--- src/rtl/lmac_sb_pkg.sv ---
package lmac_sb_pkg;
  // Issue kind / register owner encoding, shared by table, lookup and top.
  localparam logic [1:0] KIND_ALU  = 2'b00;
  localparam logic [1:0] KIND_LOAD = 2'b01;
  localparam logic [1:0] KIND_MAC  = 2'b10;

  typedef enum logic [1:0] {
    OWN_NONE = 2'b00,
    OWN_LOAD = 2'b01,
    OWN_MAC  = 2'b10
  } owner_e;
endpackage

--- src/rtl/lmac_sb_table.sv ---
module lmac_sb_table
  import lmac_sb_pkg::*;
#(
  parameter int NUM_REGS = 16,
  parameter int REG_W    = $clog2(NUM_REGS)
) (
  input  logic                clk,
  input  logic                rst,
  input  logic                flush_i,
  input  logic                set_en_i,
  input  logic [REG_W-1:0]    set_idx_i,
  input  owner_e              set_own_i,
  input  logic                ld_wb_vld_i,
  input  logic [REG_W-1:0]    ld_wb_idx_i,
  input  logic                mac_wb_vld_i,
  input  logic [REG_W-1:0]    mac_wb_idx_i,
  output logic [NUM_REGS-1:0] pend_o,
  output logic [NUM_REGS-1:0] wb_hit_o
);

  // One pending bit and one owner tag per architectural register.
  for (genvar r = 0; r < NUM_REGS; r++) begin : g_reg
    localparam logic [REG_W-1:0] RIDX = REG_W'(r);
    logic   pend_q;
    owner_e own_q;
    logic   ld_match;
    logic   mac_match;
    logic   set_here;

    assign ld_match  = ld_wb_vld_i  && (ld_wb_idx_i  == RIDX) && (own_q == OWN_LOAD);
    assign mac_match = mac_wb_vld_i && (mac_wb_idx_i == RIDX) && (own_q == OWN_MAC);
    assign set_here  = set_en_i && (set_idx_i == RIDX);

    // Writeback releases the register only when issued by its owner.
    assign wb_hit_o[r] = pend_q && (ld_match || mac_match);
    assign pend_o[r]   = pend_q;

    // Priority: reset/flush, then new set, then owner's clear.
    always_ff @(posedge clk) begin
      if (rst || flush_i) begin
        pend_q <= 1'b0;
        own_q  <= OWN_NONE;
      end else if (set_here) begin
        pend_q <= 1'b1;
        own_q  <= set_own_i;
      end else if (wb_hit_o[r]) begin
        pend_q <= 1'b0;
        own_q  <= OWN_NONE;
      end
    end
  end

endmodule

--- src/rtl/lmac_sb_lookup.sv ---
module lmac_sb_lookup #(
  parameter int NUM_REGS = 16,
  parameter int REG_W    = $clog2(NUM_REGS)
) (
  input  logic [REG_W-1:0]    idx_i,
  input  logic                vld_i,
  input  logic [NUM_REGS-1:0] pend_i,
  input  logic [NUM_REGS-1:0] wb_hit_i,
  output logic                blocked_o,
  output logic                fwd_o
);
  logic busy;
  logic arriving;

  assign busy      = pend_i[idx_i];
  assign arriving  = wb_hit_i[idx_i];
  assign blocked_o = vld_i && busy && !arriving;
  assign fwd_o     = vld_i && busy && arriving;
endmodule

--- src/rtl/lmac_scoreboard.sv ---
module lmac_scoreboard
  import lmac_sb_pkg::*;
#(
  parameter int NUM_REGS = 16,
  parameter int NUM_SRC  = 3,
  parameter int REG_W    = $clog2(NUM_REGS)
) (
  input  logic                     clk,
  input  logic                     rst,
  input  logic                     flush_i,
  input  logic                     iss_valid_i,
  input  logic [1:0]               iss_kind_i,
  input  logic [REG_W-1:0]         iss_dst_idx_i,
  input  logic                     iss_dst_vld_i,
  input  logic [NUM_SRC*REG_W-1:0] iss_src_idx_i,
  input  logic [NUM_SRC-1:0]       iss_src_vld_i,
  input  logic                     ld_wb_vld_i,
  input  logic [REG_W-1:0]         ld_wb_idx_i,
  input  logic                     mac_wb_vld_i,
  input  logic [REG_W-1:0]         mac_wb_idx_i,
  output logic                     stall_o,
  output logic [NUM_SRC-1:0]       fwd_hit_o
);

  logic [NUM_REGS-1:0] pend_q;
  logic [NUM_REGS-1:0] wb_hit;
  logic [NUM_SRC-1:0]  src_blk;
  logic [NUM_SRC-1:0]  src_fwd;
  logic                dst_blk;
  logic                long_kind;
  logic                set_en;
  owner_e              set_own;

  lmac_sb_table #(.NUM_REGS(NUM_REGS), .REG_W(REG_W)) u_table (
    .clk         (clk),
    .rst         (rst),
    .flush_i     (flush_i),
    .set_en_i    (set_en),
    .set_idx_i   (iss_dst_idx_i),
    .set_own_i   (set_own),
    .ld_wb_vld_i (ld_wb_vld_i),
    .ld_wb_idx_i (ld_wb_idx_i),
    .mac_wb_vld_i(mac_wb_vld_i),
    .mac_wb_idx_i(mac_wb_idx_i),
    .pend_o      (pend_q),
    .wb_hit_o    (wb_hit)
  );

  for (genvar s = 0; s < NUM_SRC; s++) begin : g_src
    lmac_sb_lookup #(.NUM_REGS(NUM_REGS), .REG_W(REG_W)) u_lookup (
      .idx_i    (iss_src_idx_i[s*REG_W +: REG_W]),
      .vld_i    (iss_src_vld_i[s]),
      .pend_i   (pend_q),
      .wb_hit_i (wb_hit),
      .blocked_o(src_blk[s]),
      .fwd_o    (src_fwd[s])
    );
  end

  // Write-after-write hold: destination still owed by an older producer.
  assign dst_blk = iss_dst_vld_i && pend_q[iss_dst_idx_i] && !wb_hit[iss_dst_idx_i];

  assign stall_o   = iss_valid_i && ((|src_blk) || dst_blk);
  assign fwd_hit_o = iss_valid_i ? src_fwd : '0;

  assign long_kind = (iss_kind_i == KIND_LOAD) || (iss_kind_i == KIND_MAC);
  assign set_en    = iss_valid_i && !stall_o && iss_dst_vld_i && long_kind;
  assign set_own   = (iss_kind_i == KIND_MAC) ? OWN_MAC : OWN_LOAD;

endmodule

--- config.mk ---
export PLATFORM = sky130hd
export DESIGN_NAME = lmac_scoreboard
export DESIGN_NICKNAME = d
export VERILOG_FILES = /design/src/rtl/lmac_sb_pkg.sv /design/src/rtl/lmac_sb_table.sv /design/src/rtl/lmac_sb_lookup.sv /design/src/rtl/lmac_scoreboard.sv
export SDC_FILE = /design/constraint.sdc
export NUM_CORES = 1
export LEC_CHECK = 0
export ABC_AREA = 1
export BUFFER_PORTS_ARGS = -buffer_cell sky130_fd_sc_hd__buf_2
export CORE_UTILIZATION = 45
export CTS_BUF_LIST = sky130_fd_sc_hd__clkbuf_4 sky130_fd_sc_hd__clkbuf_8 sky130_fd_sc_hd__clkbuf_16
export DETAILED_ROUTE_END_ITERATION = 8
export PLACE_DENSITY_LB_ADDON = 0.12
export SLEW_MARGIN = 30
export SYNTH_ARGS = -nofsm -noshare
export SYNTH_HDL_FRONTEND = slang
export SYNTH_SLANG_ARGS = --single-unit
--- constraint.sdc ---
create_clock -name clk -period 2.1 [get_ports clk]
set_input_delay 0.42 -clock clk [delete_from_list [all_inputs] [get_ports clk]]
set_output_delay 0.42 -clock clk [all_outputs]
set_load 0.005 [all_outputs]
==> results_tabular.tex <==
\begin{tabular}{lr}
\hline
Metric & Value \\
\hline
\multicolumn{2}{l}{\textbf{Synthesis}} \\
\quad Top post-synthesis cells by area & dfxtp\_1, nand2\_1, nand3\_1, nor2\_1, inv\_1 \\
\quad Most common library cells after synthesis & nand2\_1, nand3\_1, nor2\_1 \\
\quad Fraction of registers with async set/reset & 0\% \\
\quad Number of unique standard cell types used by synthesis & 29 \\
\quad Dominant cell by count in the synthesized netlist & nand2\_1 \\
\quad Synthesized netlist net count & 808 \\
\quad Share of the yosys chip area belonging to registers & 23.2\% \\
\quad Yosys top cell area share & 23.2\% \\
\quad Synth Instances & 771 \\
\quad Library cell occupying the most area in the post-synthesis netlist & dfxtp\_1 \\
\quad Count of flip-flops with a built-in enable after synthesis & 0 \\
\quad Flop and latch count out of synthesis & 48 \\
\quad Mean instance size in the synthesized netlist & 5.38 um2 \\
\quad Most instantiated flip-flop cell in the synthesis netlist & dfxtp\_1 \\
\quad Synthesized cell area & 0.00415 mm2 \\
\quad Number of warnings issued by yosys & 0 \\
\multicolumn{2}{l}{\textbf{Power and ir drop}} \\
\quad Max rail drop VDD & between 0.0003 and 0.0004 V \\
\quad Leakage power summed over all cells & 0.00295 uW \\
\quad Logic pwr share & 30.8\% \\
\quad Sw Ratio & 31.8\% \\
\quad Power per standard cell area & 380 mW/mm2 \\
\quad Switching component of the power & just over 800 uW \\
\quad Internal power summed over all cells & 1730 uW \\
\quad Sequential fraction of design power & 36.0\% \\
\quad Power share of the clock group & 33.2\% \\
\multicolumn{2}{l}{\textbf{Cells and area}} \\
\quad Antenna cell count & 0 \\
\quad Final Net Count & slightly below 1000 \\
\quad Fill count & 693 \\
\quad Number of standard cells in the layout, taps in and fillers out & approximately 1100 \\
\quad Area growth syn-to-layout & 61.0\% \\
\quad Fraction of layout instances using a drive strength above 1 & 42.0\% \\
\quad Total non-filler cell area in the finished layout & 0.00668 mm2 \\
\multicolumn{2}{l}{\textbf{Timing}} \\
\quad Worst hold slack & about 550 ps \\
\quad Final setup slack of the worst path & -410 ps \\
\quad Setup repair after global routing missed its margin & yes \\
\quad Worst clock skew on the final layout & roughly 12 ps \\
\quad Post-route minimum period & 2510 ps \\
\quad Fraction of the cycle the final worst path needs & 120\% \\
\quad Count of pins over their slew limit & 0 \\
\quad Maximum frequency from static timing analysis & 398 MHz \\
\quad Worst Max-Slew Pin Slew & 558 ps \\
\quad Number of failing hold endpoints at the final stage & 0 \\
\quad Rel. slew slack & 62.8\% \\
\quad Final-report setup violation count & 52 \\
\multicolumn{2}{l}{\textbf{Job}} \\
\quad Maximum capacitance violations & 0 \\
\multicolumn{2}{l}{\textbf{CTS}} \\
\quad Total clock sinks & 48 \\
\quad Clock Root Buffer & clkbuf\_8 \\
\quad Clock buffer count from CTS & 5 \\
\quad TritonCTS clock tree & yes \\
\quad Total of hold buffers inserted after clock tree synthesis & 0 \\
\quad H-tree Lvls & 2 \\
\quad Clock-pin slew reported for the worst setup and hold paths after clock tree synthesis & 100 ps \\
\quad Number of buffers on the longest clock path & 2 \\
\quad Worst-skew pair later-pin latency & 310 ps \\
\multicolumn{2}{l}{\textbf{Global route}} \\
\quad GRT met1 Usage & 47.6\% \\
\quad Most heavily used metal layer in global routing & met2 \\
\quad Initial antenna violation count & 0 \\
\quad Global-route wire length before repair & 29.1 mm \\
\quad Largest net degree at the start of global routing & 33 \\
\quad All-Layer GR Usage & 39.0\% \\
\quad Met3 demand-to-capacity share in global routing & 7.16\% \\
\quad Leftover overflow at the end of global routing & 0 \\
\quad Number of global-route vias before repair & 5696 \\
\quad Met2 Track Usage GR & 66.7\% \\
\multicolumn{2}{l}{\textbf{Placed design}} \\
\quad Post-DP HPWL & 14.1 mm \\
\quad Dpl cells & 1016 \\
\quad DP Area & 0.00541 mm2 \\
\quad Global placer's final weighted congestion & 1.03 \\
\quad Post-Place Setup Slack & -607 ps \\
\quad Buffers added on ports & 39 \\
\multicolumn{2}{l}{\textbf{Floorplan}} \\
\quad Die W & 98.0 um \\
\quad Row count & 34 \\
\quad Die footprint & 0.00960 mm2 \\
\quad Initial cell density of the core & 47.1\% \\
\quad DIE HEIGHT & 98.0 um \\
\quad I/O Pins & 40 \\
\quad Floorplan core area & 0.00881 mm2 \\
\multicolumn{2}{l}{\textbf{Worst setup path}} \\
\quad Type of the setup path with the least slack & in2out \\
\quad Critical path arrival & between 2000 and 2500 ps \\
\quad Largest fanout of any net on the critical path & 4 \\
\quad Req. time, crit path & 1680 ps \\
\quad Kind of end point of the critical path & output pin \\
\quad Element type at the critical path start & input pin \\
\multicolumn{2}{l}{\textbf{Run status}} \\
\quad Violated checks & DRC, setup timing \\
\quad Outcome & finished with violations \\
\multicolumn{2}{l}{\textbf{Detailed routing}} \\
\quad Post-detailed-route wirelength per cell & 18.5 um \\
\quad Antenna Violating Nets Remaining & 0 \\
\quad Pre-Repair DR Iteration Count & 8 \\
\quad Count of routing violations after the opening detailed-route iteration & between 600 and 700 \\
\quad Via density per instance & 5.79 \\
\quad Total vias in the final route & just over 6000 \\
\quad Total Wirelength & about 20 mm \\
\quad DR DRC count & 1 \\
\multicolumn{2}{l}{\textbf{Hold path}} \\
\quad Worst Hold Class & reg2reg \\
\hline
\end{tabular}
-- registers in the layout (all words and copies together) (netlist names) --
| name | flops |
|---|---|
| u_table.g.own_q | 32 |
| u_table.g.pend_q | 16 |
-- cells by family (layout without fill, tap and decap cells) --
group	Yosys count	count (layout)	synth area share [%]
AOI/OAI and AO/OA	101	101	13.2
adders and majority gates	1	1	0.302
buffers and inverters	126	303	12.5
DFF	48	48	23.2
and+or+nand+nor	495	495	50.8
-- layout by cell type (no fill, tap or decap), types with 19 or more instances in the layout --
master / synthesis / final
nand2_1: 231 / 182
buf_4: 2 / 142
nor2_1: 107 / 92
dfxtp_1: 48 / 29
a21oi_1: 58 / 38
nand3_2: 0 / 30
nand3_1: 120 / 74
inv_1: 90 / 73
buf_2: 10 / 33
o21ai_0: 26 / 22
dfxtp_2: 0 / 19
nand2_2: 12 / 43
nand4_1: 19 / 19
-- what timing repair did --
item                                    in CTS  in global routing
buffers inserted                            14                 17
resized for setup                          106                135
pin swaps                                   50                 75
gates cloned                                 0                  1
endpoints found under the setup margin      52                 52
-- through the flow --
| step | total power, uW | utilization, % | TNS, ps |
|---|---|---|---|
| floorplan | 1190 | - | -39.6 |
| finish | 2540 | 75.8 | -15240 |
| global route | 2600 | 75.8 | -22950 |
| CTS | 2350 | 68.1 | -9510 |
| detailed placement | 1460 | 61.5 | -26220 |
| global placement | 1450 | 61.5 | -28030 |
-- worst paths after layout --
kind | cells past startpoint | from | slack (ps) | to
worst max-delay path | 18 | ld_wb_idx_i[1] | -410 | stall_o
worst min-delay path | 4 | u_table.g_reg[13].own_q[0] | 550 | u_table.g_reg[13].own_q[0]
worst max register to register | 23 | u_table.g_reg[3].own_q[0] | -400 | u_table.g_reg[5].own_q[1]
worst min register to register | 4 | u_table.g_reg[13].own_q[0] | 550 | u_table.g_reg[13].own_q[0]
-- final cells by class --
class                           count  area, um2  area share [%]
Multi-Input combinational cell    597       3420            51.3
Timing Repair Buffer              203       1640            24.6
Sequential cell                    48        985            14.8
Inverter                           92        354            5.30
Tap cell                          108        135            2.02
Clock buffer                        5       68.8            1.03
Clock inverter                      3       68.8            1.03
-- power groups by stage --
stage | registers [uW] | logic, uW | clock network, uW
floorplan | 933 | 256 | 0
finish | 913 | 782 | 843
global route | 913 | 815 | 875
CTS | 913 | 589 | 844
global placement | 934 | 521 | 0
detailed placement | 934 | 528 | 0
-- worst max-delay path, stage by stage --
cell and delay (ps):
buf_4 130, nand2_2 120, nor2_2 200, nand2_1 110, nand2_2 120, nand2_2 80, inv_2 70, nand2_1 50
o211ai_1 90, nand2_1 70, nand2_1 70, nor2_2 40, nand2_1 70, nand2_2 70, nor2_4 120, buf_12 120
nor2_2 30, buf_2 110
-- per-layer routing --
metal	routed length, um	share of wire (%)
met1	7220	37
met2	9190	47
met3	1980	10
met4	1140	5.8
met5	0	0
Note: power is estimated with default switching activity, not from simulation.
